===== src/rtl/ncc_pkg.sv =====
package ncc_pkg;

    localparam int DATA_W = 16;

    localparam logic [7:0] C_READ_ARRAY  = 8'hFF;
    localparam logic [7:0] C_IDENT       = 8'h90;
    localparam logic [7:0] C_READ_STATUS = 8'h70;
    localparam logic [7:0] C_CLEAR       = 8'h50;
    localparam logic [7:0] C_ERASE_SETUP = 8'h20;
    localparam logic [7:0] C_CONFIRM     = 8'hD0;
    localparam logic [7:0] C_PROG_A      = 8'h40;
    localparam logic [7:0] C_PROG_B      = 8'h10;
    localparam logic [7:0] C_SUSPEND     = 8'hB0;

    // status bit positions
    localparam int SB_READY = 7;
    localparam int SB_SUSP  = 6;

    typedef enum logic [2:0] {
        ST_IDLE, ST_PROG_WAIT, ST_ERASE_WAIT, ST_ISSUE, ST_BUSY, ST_SUSP
    } ctl_state_e;

    typedef enum logic [1:0] {
        RM_ARRAY, RM_IDENT, RM_STATUS
    } read_mode_e;

    typedef enum logic [3:0] {
        OP_READ_ARRAY, OP_IDENT, OP_READ_STATUS, OP_CLEAR, OP_ERASE_SETUP,
        OP_CONFIRM, OP_PROG_SETUP, OP_SUSPEND, OP_INVALID
    } cmd_op_e;

    typedef struct packed {
        logic [DATA_W-1:0] data;
        logic              word;
    } prog_data_t;

    function automatic cmd_op_e decode_cmd(input logic [7:0] code);
        case (code)
            C_READ_ARRAY:     return OP_READ_ARRAY;
            C_IDENT:          return OP_IDENT;
            C_READ_STATUS:    return OP_READ_STATUS;
            C_CLEAR:          return OP_CLEAR;
            C_ERASE_SETUP:    return OP_ERASE_SETUP;
            C_CONFIRM:        return OP_CONFIRM;
            C_PROG_A, C_PROG_B: return OP_PROG_SETUP;
            C_SUSPEND:        return OP_SUSPEND;
            default:          return OP_INVALID;
        endcase
    endfunction

    // new contents may only clear bits of the stored word
    function automatic logic [DATA_W-1:0] merge_prog(input logic [DATA_W-1:0] old,
                                                     input prog_data_t pd);
        logic [DATA_W-1:0] mask;
        if (pd.word)
            mask = pd.data;
        else if (pd.data[DATA_W-1])
            mask = {pd.data[7:0], 8'hFF};
        else
            mask = {8'hFF, pd.data[7:0]};
        return old & mask;
    endfunction

endpackage


===== src/rtl/ncc_bus_capture.sv =====
module ncc_bus_capture #(
    parameter int ADDR_W = 19
) (
    input  logic                       clk,
    input  logic                       rst,
    input  logic                       ce_n,
    input  logic                       we_n,
    input  logic                       oe_n,
    input  logic [ADDR_W-1:0]          addr,
    input  logic [ncc_pkg::DATA_W-1:0] dq_in,
    input  logic                       word_mode,
    output logic                       cmd_valid,
    output logic [ADDR_W-1:0]          cap_addr,
    output logic [ncc_pkg::DATA_W-1:0] cap_data,
    output logic                       cap_word
);
    logic wr_act;
    logic act_q;

    assign wr_act = !ce_n && !we_n && oe_n;

    always_ff @(posedge clk) begin
        if (rst) begin
            act_q    <= 1'b0;
            cap_addr <= '0;
            cap_data <= '0;
            cap_word <= 1'b1;
        end else begin
            act_q <= wr_act;
            if (wr_act) begin
                cap_addr <= addr;
                cap_data <= dq_in;
                cap_word <= word_mode;
            end
        end
    end

    // commit on the first strobe to return high
    assign cmd_valid = act_q && (ce_n || we_n);

    a_r1_single_commit: assert property (@(posedge clk) disable iff (rst)
        cmd_valid |=> !cmd_valid);

endmodule


===== src/rtl/ncc_seq.sv =====
module ncc_seq #(
    parameter int ADDR_W = 19
) (
    input  logic                       clk,
    input  logic                       rst,
    input  logic                       cmd_valid,
    input  logic [ADDR_W-1:0]          cap_addr,
    input  logic [ncc_pkg::DATA_W-1:0] cap_data,
    input  logic                       cap_word,
    input  logic [ncc_pkg::DATA_W-1:0] arr_rdata,
    input  logic                       eng_done,
    input  logic                       eng_fail,
    output logic                       eng_start,
    output logic                       eng_erase,
    output logic [ADDR_W-1:0]          eng_addr,
    output logic [ncc_pkg::DATA_W-1:0] eng_wdata,
    output logic                       eng_suspend,
    output logic                       eng_resume,
    output logic [7:0]                 status,
    output ncc_pkg::read_mode_e        read_mode
);
    import ncc_pkg::*;

    ctl_state_e  state;
    read_mode_e  rmode;
    cmd_op_e     op;
    logic [2:0]  sticky;     // [2]=erase err, [1]=program err, [0]=bad command
    logic        op_erase;
    logic [ADDR_W-1:0] tgt_addr;
    prog_data_t  tgt;
    logic        ready;

    assign op = decode_cmd(cap_data[7:0]);

    always_ff @(posedge clk) begin
        if (rst) begin
            state       <= ST_IDLE;
            rmode       <= RM_ARRAY;
            sticky      <= '0;
            op_erase    <= 1'b0;
            tgt_addr    <= '0;
            tgt         <= '0;
            eng_suspend <= 1'b0;
            eng_resume  <= 1'b0;
        end else begin
            eng_suspend <= 1'b0;
            eng_resume  <= 1'b0;
            case (state)
                ST_IDLE: if (cmd_valid) begin
                    case (op)
                        OP_READ_ARRAY:  rmode <= RM_ARRAY;
                        OP_IDENT:       rmode <= RM_IDENT;
                        OP_READ_STATUS: rmode <= RM_STATUS;
                        OP_CLEAR:       sticky <= '0;
                        OP_ERASE_SETUP: state <= ST_ERASE_WAIT;
                        OP_PROG_SETUP:  state <= ST_PROG_WAIT;
                        OP_INVALID:     sticky[0] <= 1'b1;
                        default: ;
                    endcase
                end
                ST_PROG_WAIT: if (cmd_valid) begin
                    tgt_addr <= cap_addr;
                    tgt      <= '{data: cap_data, word: cap_word};
                    op_erase <= 1'b0;
                    rmode    <= RM_STATUS;
                    state    <= ST_ISSUE;
                end
                ST_ERASE_WAIT: if (cmd_valid) begin
                    rmode <= RM_STATUS;
                    if (op == OP_CONFIRM) begin
                        tgt_addr <= cap_addr;
                        op_erase <= 1'b1;
                        state    <= ST_ISSUE;
                    end else begin
                        sticky[2:1] <= 2'b11;
                        state       <= ST_IDLE;
                    end
                end
                ST_ISSUE: state <= ST_BUSY;
                ST_BUSY: begin
                    if (eng_done) begin
                        state <= ST_IDLE;
                        if (eng_fail) begin
                            if (op_erase) sticky[2] <= 1'b1;
                            else          sticky[1] <= 1'b1;
                        end
                    end else if (cmd_valid && op == OP_SUSPEND && op_erase) begin
                        eng_suspend <= 1'b1;
                        rmode       <= RM_STATUS;
                        state       <= ST_SUSP;
                    end
                end
                ST_SUSP: begin
                    if (eng_done) begin
                        state <= ST_IDLE;
                        if (eng_fail) sticky[2] <= 1'b1;
                    end else if (cmd_valid) begin
                        case (op)
                            OP_READ_ARRAY:  rmode <= RM_ARRAY;
                            OP_READ_STATUS: rmode <= RM_STATUS;
                            OP_CONFIRM: begin
                                eng_resume <= 1'b1;
                                rmode      <= RM_STATUS;
                                state      <= ST_BUSY;
                            end
                            default: ;
                        endcase
                    end
                end
                default: state <= ST_IDLE;
            endcase
        end
    end

    assign ready     = !(state == ST_ISSUE || state == ST_BUSY);
    assign status    = {ready, state == ST_SUSP, sticky, 3'b000};
    assign eng_start = (state == ST_ISSUE);
    assign eng_erase = op_erase;
    assign eng_addr  = tgt_addr;
    assign eng_wdata = merge_prog(arr_rdata, tgt);

    always_comb begin
        if (state == ST_PROG_WAIT || state == ST_ERASE_WAIT || !ready)
            read_mode = RM_STATUS;
        else
            read_mode = rmode;
    end

    a_r5_start_pulse: assert property (@(posedge clk) disable iff (rst)
        eng_start |=> !eng_start);
    a_r5_only_clears: assert property (@(posedge clk) disable iff (rst)
        (eng_start && !eng_erase) |-> ((eng_wdata & ~arr_rdata) == '0));
    a_r9_busy_after_start: assert property (@(posedge clk) disable iff (rst)
        eng_start |=> !status[SB_READY]);
    a_r8_bad_sequence: assert property (@(posedge clk) disable iff (rst)
        (cmd_valid && state == ST_ERASE_WAIT && op != OP_CONFIRM)
        |=> (status[5:4] == 2'b11 && !eng_start));
    a_r11_clear: assert property (@(posedge clk) disable iff (rst)
        (cmd_valid && state == ST_IDLE && op == OP_CLEAR) |=> (status[5:3] == 3'b000));
    a_r10_suspend_flag: assert property (@(posedge clk) disable iff (rst)
        eng_suspend |-> (status[SB_SUSP] && status[SB_READY]));
    a_r10_no_setup_in_susp: assert property (@(posedge clk) disable iff (rst)
        (state == ST_SUSP && cmd_valid)
        |=> (state != ST_PROG_WAIT && state != ST_ERASE_WAIT));

endmodule


===== src/rtl/ncc_read_mux.sv =====
module ncc_read_mux #(
    parameter logic [15:0] MFR_ID = 16'h0089,
    parameter logic [15:0] DEV_ID = 16'h2299
) (
    input  ncc_pkg::read_mode_e        read_mode,
    input  logic                       word_mode,
    input  logic                       lane_hi,
    input  logic                       addr_lsb,
    input  logic [ncc_pkg::DATA_W-1:0] arr_rdata,
    input  logic [7:0]                 status,
    output logic [ncc_pkg::DATA_W-1:0] dq_out
);
    import ncc_pkg::*;

    logic [15:0] id_word;

    assign id_word = addr_lsb ? DEV_ID : MFR_ID;

    always_comb begin
        case (read_mode)
            RM_ARRAY: begin
                if (word_mode)    dq_out = arr_rdata;
                else if (lane_hi) dq_out = {8'h00, arr_rdata[15:8]};
                else              dq_out = {8'h00, arr_rdata[7:0]};
            end
            RM_IDENT:  dq_out = word_mode ? id_word : {8'h00, id_word[7:0]};
            default:   dq_out = {8'h00, status};
        endcase
    end

endmodule


===== src/rtl/nor_cmd_ctrl.sv =====
module nor_cmd_ctrl #(
    parameter int          ADDR_W = 19,
    parameter logic [15:0] MFR_ID = 16'h0089,
    parameter logic [15:0] DEV_ID = 16'h2299
) (
    input  logic              clk,
    input  logic              rst,
    input  logic              ce_n,
    input  logic              we_n,
    input  logic              oe_n,
    input  logic [ADDR_W-1:0] addr,
    input  logic [15:0]       dq_in,
    input  logic              word_mode,
    output logic [15:0]       dq_out,
    output logic              dq_oe,
    output logic [ADDR_W-1:0] arr_addr,
    input  logic [15:0]       arr_rdata,
    output logic              eng_start,
    output logic              eng_erase,
    output logic [ADDR_W-1:0] eng_addr,
    output logic [15:0]       eng_wdata,
    output logic              eng_suspend,
    output logic              eng_resume,
    input  logic              eng_done,
    input  logic              eng_fail
);
    import ncc_pkg::*;

    logic              cmd_valid;
    logic [ADDR_W-1:0] cap_addr;
    logic [DATA_W-1:0] cap_data;
    logic              cap_word;
    logic [7:0]        status;
    read_mode_e        read_mode;

    ncc_bus_capture #(.ADDR_W(ADDR_W)) u_cap (
        .clk(clk), .rst(rst), .ce_n(ce_n), .we_n(we_n), .oe_n(oe_n),
        .addr(addr), .dq_in(dq_in), .word_mode(word_mode),
        .cmd_valid(cmd_valid), .cap_addr(cap_addr), .cap_data(cap_data),
        .cap_word(cap_word)
    );

    ncc_seq #(.ADDR_W(ADDR_W)) u_seq (
        .clk(clk), .rst(rst), .cmd_valid(cmd_valid), .cap_addr(cap_addr),
        .cap_data(cap_data), .cap_word(cap_word), .arr_rdata(arr_rdata),
        .eng_done(eng_done), .eng_fail(eng_fail), .eng_start(eng_start),
        .eng_erase(eng_erase), .eng_addr(eng_addr), .eng_wdata(eng_wdata),
        .eng_suspend(eng_suspend), .eng_resume(eng_resume),
        .status(status), .read_mode(read_mode)
    );

    ncc_read_mux #(.MFR_ID(MFR_ID), .DEV_ID(DEV_ID)) u_rd (
        .read_mode(read_mode), .word_mode(word_mode), .lane_hi(dq_in[15]),
        .addr_lsb(addr[0]), .arr_rdata(arr_rdata), .status(status),
        .dq_out(dq_out)
    );

    // the merge read uses the stored target while a program is issued
    assign arr_addr = (eng_start && !eng_erase) ? eng_addr : addr;
    assign dq_oe    = !ce_n && !oe_n && we_n;

endmodule


===== config.mk =====
export PLATFORM = sky130hd
export DESIGN_NAME = nor_cmd_ctrl
export DESIGN_NICKNAME = d
export VERILOG_FILES = /design/src/rtl/ncc_pkg.sv /design/src/rtl/ncc_bus_capture.sv /design/src/rtl/ncc_seq.sv /design/src/rtl/ncc_read_mux.sv /design/src/rtl/nor_cmd_ctrl.sv
export SDC_FILE = /design/constraint.sdc
export NUM_CORES = 1
export LEC_CHECK = 0
export ABC_AREA = 1
export BUFFER_PORTS_ARGS = -buffer_cell sky130_fd_sc_hd__buf_2
export CORE_MARGIN = 2
export CORE_UTILIZATION = 50
export CTS_CLUSTER_SIZE = 8
export DETAILED_ROUTE_END_ITERATION = 8
export GPL_TIMING_DRIVEN = 0
export PLACE_DENSITY_LB_ADDON = 0.1
export SYNTH_ARGS = -nofsm -noshare
export SYNTH_HDL_FRONTEND = slang
export SYNTH_HIERARCHICAL = 1
export SYNTH_SLANG_ARGS = --single-unit
export TNS_END_PERCENT = 30

===== constraint.sdc =====
create_clock -name clk -period 2.5 [get_ports clk]
set_clock_uncertainty 0.15 [all_clocks]
set_input_delay 0.5 -clock clk [delete_from_list [all_inputs] [get_ports clk]]
set_output_delay 0.5 -clock clk [all_outputs]
set_load 0.01 [all_outputs]

==> Word level (Yosys, flattened, before mapping) <==
Cells that the tools add are included.
{ "word_totals": {"register_bits": 84, "inputBits": 59, "output_inout_bits": 75, "word_cells": 155} }
{ "classes": {"eq_ne": 46, "mux": 53, "bitwise": 4, "reduce_logical": 37} }
{ "op_table": {"columns": ["op", "count"], "rows": [
  ["two-way mux 19 bit", 4],
  ["two-way mux 16 bit", 4],
  ["one-hot mux 19 bit (2 select lines)", 1],
  ["equality test 8 bit, second input constant", 4],
  ["one-hot mux 16 bit (2 select lines)", 1],
  ["one-hot mux 4 bit (8 select lines)", 1],
  ["two-way mux 3 bit", 9],
  ["two-way mux 2 bit", 13],
  ["equality test 8 x 7 -> 1 bit, second input constant", 3],
  ["inequality test 2 bit, second input constant", 10],
  ["one-hot mux 3 bit (6 select lines)", 1],
  ["AND 16 bit", 1],
  ["equality test 4 x 3 -> 1 bit, second input constant", 4],
  ["two-way mux 14 bit", 1],
  ["inequality test 2 x 1 -> 1 bit, second input constant", 7],
  ["inequality test 3 bit, second input constant", 4],
  ["AND reduction 10 bit", 1],
  ["two-way mux 1 bit", 9],
  ["AND reduction 9 bit", 1],
  ["equality test 4 x 2 -> 1 bit, second input constant", 2],
  ["equality test 8 x 5 -> 1 bit, second input constant", 1],
  ["equality test 8 x 6 -> 1 bit, second input constant", 1],
  ["logical AND 1 bit", 8],
  ["two-way mux 8 bit", 1],
  ["32 further kinds", 48]
]} }

==> Depth between registers and ports, before layout <==
Gate-level depths: netlist of run 1.
{ "logic_depth": {"depth_word": 9, "mapped_depth": 12, "depth_no_buf": 11} }

==> Modules after synthesis <==
Netlist of run 1, hierarchy kept.
{ "modules_own_cells": {"columns": ["module", "n_inst", "cells_each", "area_per_inst_um2", "seq_area_each_um2"], "rows": [
  ["ncc_seq", 1, 365, 2419.8, 940.9],
  ["ncc_bus_capture", 1, 239, 1632.8, 740.7],
  ["ncc_read_mux", 1, 77, 347.8, 0.0],
  ["nor_cmd_ctrl", 1, 65, 304.0, 0.0]
]} }

==> Worst setup path after synthesis of run 1 <==
OpenSTA, ideal clock, no wires.
{ "synth_path": {"kind": "reg-to-output", "startpoint": "register u_seq.state[1]", "endpoint": "output dq_out[13]", "arrival_ns": 1.710, "t_required_ns": 1.850, "setup_slack_ns": 0.140, "path_stages_with_launch": 12, "n_path_buf": 1, "path_cell_list": "dfxtp_1 inv_2 buf_4 nand3_2 o21ai_1 a21oi_1 nand2_1 nor2_1 nand2_1 nor2_1 nand2_1 o21ai_1"} }
{ "synth_between": {"elab_chain_len": 6, "word_cells_on_any_way": 11, "cone_classes": "eq/ne (5); mux (2); reduce/logical (4)"} }
{ "synth_lines": {"columns": ["element", "line", "source"], "rows": [
  ["from (decl)", "ncc_seq.sv:24", "ctl_state_e state;"],
  ["from (signal assigned)", "ncc_seq.sv:37", "state <= ST_IDLE;"],
  ["from (signal assigned)", "ncc_seq.sv:55", "OP_ERASE_SETUP: state <= ST_ERASE_WAIT;"],
  ["from (signal assigned)", "ncc_seq.sv:56", "OP_PROG_SETUP: state <= ST_PROG_WAIT;"],
  ["equality test 3 x 1 -> 1 bit, or another cell as far along", "ncc_seq.sv:123", "if (state == ST_PROG_WAIT || state == ST_ERASE_WAIT || !ready)"],
  ["logical OR 1 bit, on equally long branches", "ncc_seq.sv:123, ncc_seq.sv:115", null],
  ["logical OR 1 bit (*)", "ncc_seq.sv:123", null],
  ["two-way mux 2 bit (*)", "ncc_seq.sv:123", null],
  ["net read_mode[0]", "nor_cmd_ctrl.sv:34", "read_mode_e read_mode;"],
  ["equality test 2 x 1 -> 1 bit or zero test 2 bit (tied branches)", "ncc_read_mux.sv:20", "case (read_mode)"],
  ["one-hot mux 16 bit (2 select lines) (*)", "ncc_read_mux.sv:20", null],
  ["to (decl)", "nor_cmd_ctrl.sv:14", "output logic [15:0] dq_out,"]
]} }
The timed path passes the listed nets; every way through them passes the cells marked *.

==> Final worst setup path of run 1 <==
{ "layout_path": {"startpoint": "register u_seq.state[1]", "endpoint": "output dq_out[9]"} }
Same word-level chain as after synthesis.

==> flow_metrics.py, run 1 <==
metrics = {
    "outcome": {
        "status": "finished with violations",
        "violations": "negative setup slack",
    },
    "place": {
        "place_congestion": 0.963,
        "dp_slack_ps": -239,
        "dp.final_hpwl_um": 10200,
        "numPortBuffers": 133,
    },
    "hold_path": {
        "min_path_type": "input port to flip-flop",
        "min_from": "rst",
        "holdPathEnd": "u_cap/act_q",
        "min_path_cells": 2,
    },
    "synthesis": {
        "synth_seq_cells": 84,
        "yosysTopAreaCellShare_pct": 35.7,
        "ys_seq_area_share_pct": 35.7,
        "synth_common_cells": "nand2_1 (154), nor2_1 (137), inv_1 (88)",
        "synth_area_leaders": "dfxtp_1 (36%), nand2_1 (12%), nor2_1 (11%), nand3_1 (8.6%), inv_1 (7.0%)",
        "ys_types": 37,
        "syn-cell-area_sq_mm": 0.00470,
        "synthArstFlopShare_pct": 0,
        "synth_edf_count": 0,
        "avgSynthCellArea_sq_um": 6.31,
        "syn_inst": 746,
        "synth-main-ff-cell": "dfxtp_1",
        "yosysMostFrequentCell": "nand2_1",
        "yosysTopAreaCell": "dfxtp_1",
        "ys_warn_count": 6,
    },
    "clock_network": {
        "clkLatencyLatePin_ps": 360,
        "ctsHoldBuffers": 0,
        "htree_levels": 3,
        "cts_root_buf": "clkbuf_8",
        "clk_pin_slew_ps": 90,
        "cts.sinks": 84,
        "cts_buffers": 9,
        "clock_path_buffers": 2,
        "cts_tree": "yes",
    },
    "timing": {
        "slew-limit-headroom_pct": 62.5,
        "setup_ws_ps": -98.5,
        "grt_setup_unrepaired": "true",
        "fin_crit_sh_pct": 104,
        "slew_violations": 0,
        "setup_viol": 24,
        "tightest_slew_ps": 563,
        "fin_tns_setup_ps": -1370,
        "clock.fmax_ghz": 0.385,
        "hold_viol_final": 0,
        "period_minus_slack_ps": 2600,
    },
    "critical_path": {
        "reg2reg_to": "u_seq/tgt[13]",
        "r2r_slack_ps": 470,
        "required_ps": 1850,
        "crit_type": "flip-flop to output pin",
        "path_delay_family": "simple AND/OR/NAND/NOR gates",
        "r2r-start": "u_cap/act_q",
        "path_buf_inv": 2,
        "critPathMaxFanout": 5,
        "critPathMostFrequentCell": "nand2_2",
        "crit_chain": "clkinv_4 > nand3_4 > o21ai_4 > a21oi_4 > nand2_2 > nor2_4 > nand2_1 > nor2_2 > nand2_2 > o21ai_1 > buf_2",
        "critPathCaptureType": "output pin",
        "max_stage_delay_ps": 360,
        "crit_path_top_delay_cell": "dfxtp_2",
        "cp-start-kind": "flip-flop",
        "worstPathArrival_ps": 1950,
        "rr_worst_depth": 7,
    },
    "power": {
        "p_per_area_mw_per_mm2": 482,
        "power.total_uw": 2910,
        "p_leak_uw": 0.00322,
        "ir_drop_v": 0.000349,
    },
    "die": {
        "core_sq_mm": 0.00920,
        "ios": 134,
        "std_cell_rows": 35,
        "dieArea_sq_mm": 0.0102,
        "initial_core_util_pct": 51.2,
        "die_h_um": 101,
        "die_x_um": 101,
    },
    "route": {
        "wl_per_cell_um": 13.4,
        "drc_errors": 0,
        "num_vias": 5304,
        "first_iter_violations": 294,
        "via_per_inst": 5.17,
        "first_pass_iters": 6,
        "ant_nets": 0,
        "wl_um": 13800,
    },
    "finish": {
        "drive_gt1_share_pct": 27.0,
        "areaGrowthSynthToFinish_pct": 28.2,
        "antenna_cells": 0,
        "nets": 969,
    },
    "global_route": {
        "grt_first_pass_wirelength_um": 22300,
        "antenna_found_initial": 0,
        "grt_pass1_vias": 4880,
        "gr-usage-all-layers_pct": 27.0,
        "overflow": 0,
        "grt_max_degree": 16,
    },
    "run": {
        "drv_cap": 0,
    },
}
how the worst max path moves through the flow:
| stage | cells after the start | to | from | slack [ps] |
|---|---|---|---|---|
| after detailed placement | 12 | dq_out[13] | u_seq/state[1] | -240 |
| after CTS | 11 | dq_out[9] | u_seq/state[1] | -100 |
| after global routing | 11 | dq_out[5] | u_seq/state[1] | -200 |
| after global placement | 12 | dq_out[13] | u_seq/state[1] | -210 |
| final | 11 | dq_out[9] | u_seq/state[1] | -100 |
| after floorplan | 11 | dq_out[13] | u_seq/state[1] | 140 |
placed cells by master (no fill, tap or decap), types with 9 or more instances in the layout:
cell	synthesis	routed
a21oi_1	61	60
buf_4	14	30
nand2_1	154	152
nor2_1	137	130
nand3_1	81	76
clkbuf_8	0	10
dfxtp_1	84	81
o21ai_0	41	41
inv_1	88	87
o21ai_1	11	9
buf_2	11	144
final cells by class:
type,count,area (sq um)
Multi-Input combinational cell,526,2490
Fill cell,864,3160
Sequential cell,84,1690
Timing Repair Buffer,152,825
Inverter,98,380
Clock buffer,10,138
Tap cell,111,139
Buffer,39,270
Clock inverter,6,95.1
registers in the layout, summed over array words and instances, names as in the netlist:
name               count
u_seq/tgt             17
u_cap/cap_word         1
u_seq/eng_suspend      1
u_seq/sticky           3
u_seq/eng_addr        19
u_seq/rmode            2
u_cap/cap_data        16
u_seq/eng_erase        1
u_seq/state            3
u_seq/eng_resume       1
u_cap/act_q            1
u_cap/cap_addr        19
cell families after synthesis:
kind of cell           synth area share (%)
other                                0.0797
and+or+nand+nor                        35.9
AOI/OAI and AO/OA                      14.7
buffers and inverters                  13.6
DFF                                    35.7
power by group:
part | internal (uW) | switching (uW)
registers | 1370 | 22.1
logic | 159 | 244
clock network | 600 | 518
metal layers:
metal  GRT usage (%)  vias up  part of all wire [%]
li1                -     2673                     -
met1            34.3     2392                    44
met2            47.4      217                    48
met3            3.68       22                   6.4
met4            8.11        0                   1.5
met5               0        -                     0
metrics by stage:
stage          hold WS [ps]  instances  area (sq um)  utilization (%)
2_1_floorplan           274        748          4710                -
3_3_place_gp            305        992          5520             60.0
3_5_place_dp            311        992          5520             60.0
4_1_cts                 185       1019          5930             64.4
5_1_grt                 195       1026          6030             65.6
6_report                197       1026          6030             65.6
timing repair:
item,4_1_cts,5_1_grt
resized for setup,26,13
setup endpoints to repair,35,34
pin swaps,12,6
buffers inserted,12,7
No activity file was read; power rests on OpenSTA's default activity.
==> run 2: changes to the inputs <==
--- a/config.mk
+++ b/config.mk
@@ -12,7 +12,7 @@
 export CTS_CLUSTER_SIZE = 8
 export DETAILED_ROUTE_END_ITERATION = 8
 export GPL_TIMING_DRIVEN = 0
-export PLACE_DENSITY_LB_ADDON = 0.1
+export PLACE_DENSITY = 0.74
 export SYNTH_ARGS = -nofsm -noshare
 export SYNTH_HDL_FRONTEND = slang
 export SYNTH_HIERARCHICAL = 1
==> run 2 against run 1 <==
Effect of this change:
- the flow still finishes with violations (negative setup slack)
- clock-buffer cell count down 1
- non-clock buffer count up 7
- final cell count up 0.78%
- critical path depth shrank 1
- maximum frequency fell by 0.16%
- sequential power about the same
- sequential share of layout area barely moved
- clock power shrank 20%
- global-route usage grew 0.88 points
- sequential cell count unchanged
- total power shrank 7.6%
- critical path type unchanged
- critical endpoint unchanged
- largest power group unchanged
- highest routed layer unchanged
==> flow_metrics.py, run 2 (same netlist as run 1, synthesis figures left out) <==
metrics = {
    "route": {
        "num_vias": 5427,
        "drc_errors": 0,
        "via_per_inst": 5.25,
        "first_iter_violations": 285,
        "first_pass_iters": 5,
        "ant_nets": 0,
        "wl_um": 14200,
        "wl_per_cell_um": 13.7,
    },
    "clock_network": {
        "cts_tree": "yes",
        "clk_pin_slew_ps": 100,
        "clock_path_buffers": 2,
        "cts_buffers": 9,
        "cts.sinks": 84,
        "htree_levels": 3,
        "ctsHoldBuffers": 0,
        "clkLatencyLatePin_ps": 360,
        "cts_root_buf": "clkbuf_8",
    },
    "die": {
        "std_cell_rows": 35,
        "ios": 134,
        "die_h_um": 101,
        "dieArea_sq_mm": 0.0102,
        "core_sq_mm": 0.00920,
        "initial_core_util_pct": 51.2,
        "die_x_um": 101,
    },
    "power": {
        "pwr-share-seq_pct": 51.7,
        "ir_drop_v": 0.000255,
        "pwr-share-comb_pct": 15.0,
        "p_sw_uw": 797,
        "clock_power_share_pct": 33.3,
        "switching_share_pct": 29.7,
        "p_int_uw": 1890,
        "p_per_area_mw_per_mm2": 445,
        "p_leak_uw": 0.00323,
    },
    "finish": {
        "finalNonFillerCells": 1034,
        "nets": 977,
        "mostFrequentLayoutCells": "nand2_1 (152), buf_2 (143), nor2_1 (132), inv_1 (86), dfxtp_1 (81)",
        "drive_gt1_share_pct": 27.5,
        "fill_cells": 850,
        "layout_commonest_cell": "nand2_1",
        "design_area_sq_mm": 0.00604,
        "antenna_cells": 0,
        "areaGrowthSynthToFinish_pct": 28.4,
    },
    "global_route": {
        "grt_pass1_vias": 4882,
        "overflow": 0,
        "grt_first_pass_wirelength_um": 22700,
        "gr-usage-all-layers_pct": 27.9,
        "antenna_found_initial": 0,
        "grt_max_degree": 16,
    },
    "place": {
        "dp_cells": 992,
        "post_dp_cell_area_sq_mm": 0.00552,
        "dp.final_hpwl_um": 10300,
        "place_congestion": 0.917,
        "dp_slack_ps": -280,
        "numPortBuffers": 133,
    },
    "critical_path": {
        "crit_type": "flip-flop to output pin",
        "cp-start-kind": "flip-flop",
        "critPathCaptureType": "output pin",
        "worstPathArrival_ps": 1950,
        "required_ps": 1850,
        "critPathMaxFanout": 9,
    },
    "timing": {
        "clock.fmax_ghz": 0.384,
        "fin_crit_sh_pct": 104,
        "slew-limit-headroom_pct": 61.5,
        "slew_violations": 0,
        "setup_ws_ps": -103,
        "period_minus_slack_ps": 2600,
        "tightest_slew_ps": 578,
        "hold_viol_final": 0,
        "grt_setup_unrepaired": "true",
        "setup_viol": 12,
    },
    "hold_path": {
        "min_path_type": "input port to flip-flop",
    },
    "outcome": {
        "status": "finished with violations",
        "violations": "negative setup slack",
    },
    "run": {
        "drv_cap": 0,
    },
}
==> run 2: cell types whose count changed in the layout (fill, tap and decap cells not counted), moves of 2 or more <==
cell       delta
nor2_2        -2
bufinv_16     -2
buf_6         +2
clkinv_2      +2
nor2_1        +2
inv_6         +2
buf_4         +6
==> run 2: worst paths after layout <==
| check | startpoint | end | slack [ps] | cells after the start |
|---|---|---|---|---|
| hold reg to reg | u_seq/sticky[0] | u_seq/sticky[0] | 320 | 2 |
| setup / recovery | u_seq/state[2] | dq_out[9] | -100 | 10 |
| setup reg to reg | u_cap/act_q | u_seq/tgt[14] | 470 | 7 |
| hold / removal | rst | u_cap/act_q | 210 | 2 |
==> run 2: critical path: stages (launching register included) <==
cell and delay [ps]:
dfxtp_4 430, inv_4 50, nand2_4 60, o21ai_4 70, a21oi_4 150, nand3_2 90, buf_6 160, nor2_8 180
nand2_4 110, o21ai_1 120, buf_2 140
==> run 2: per-layer routing <==
layer	up-vias	GRT usage (%)	share of wire, %
met2	252	46.9	47
met5	-	0	0
met1	2453	36.1	43
met3	33	3.40	7.1
met4	0	11.6	2.5
li1	2689	-	-
==> run 2: power by group through the flow <==
stage / logic, uW / registers, uW / clock network (uW)
2_1_floorplan: 238 / 1410 / 0
3_3_place_gp: 380 / 1420 / 0
3_5_place_dp: 388 / 1420 / 0
4_1_cts: 393 / 1390 / 902
5_1_grt: 449 / 1390 / 962
6_report: 404 / 1390 / 894
==> run 2: stage by stage <==
stage	total power (uW)	TNS, ps	hold slack (ps)	utilization (%)
2_1_floorplan	1650	0	274	-
3_3_place_gp	1800	-1420	305	60.0
3_5_place_dp	1810	-1670	301	60.0
4_1_cts	2680	-451	197	64.7
5_1_grt	2800	-2600	208	65.7
6_report	2690	-858	211	65.7
==> run 2: what timing repair did <==
item | in CTS | in global routing
hold endpoints to repair | 0 | 0
endpoints found under the setup margin | 35 | 26
buffers inserted | 21 | 5
pin swaps | 11 | 7
gates resized for setup | 26 | 13
cloned | 1 | 0
==> run 2: area by class of cell <==
type / count / area, sq um / share of cell area, %
Sequential cell: 84 / 1690 / 28.0
Tap cell: 111 / 139 / 2.30
Buffer: 39 / 274 / 4.54
Clock inverter: 7 / 50.0 / 0.829
Inverter: 98 / 380 / 6.30
Clock buffer: 9 / 124 / 2.05
Timing Repair Buffer: 159 / 883 / 14.6
Multi-Input combinational cell: 527 / 2500 / 41.4
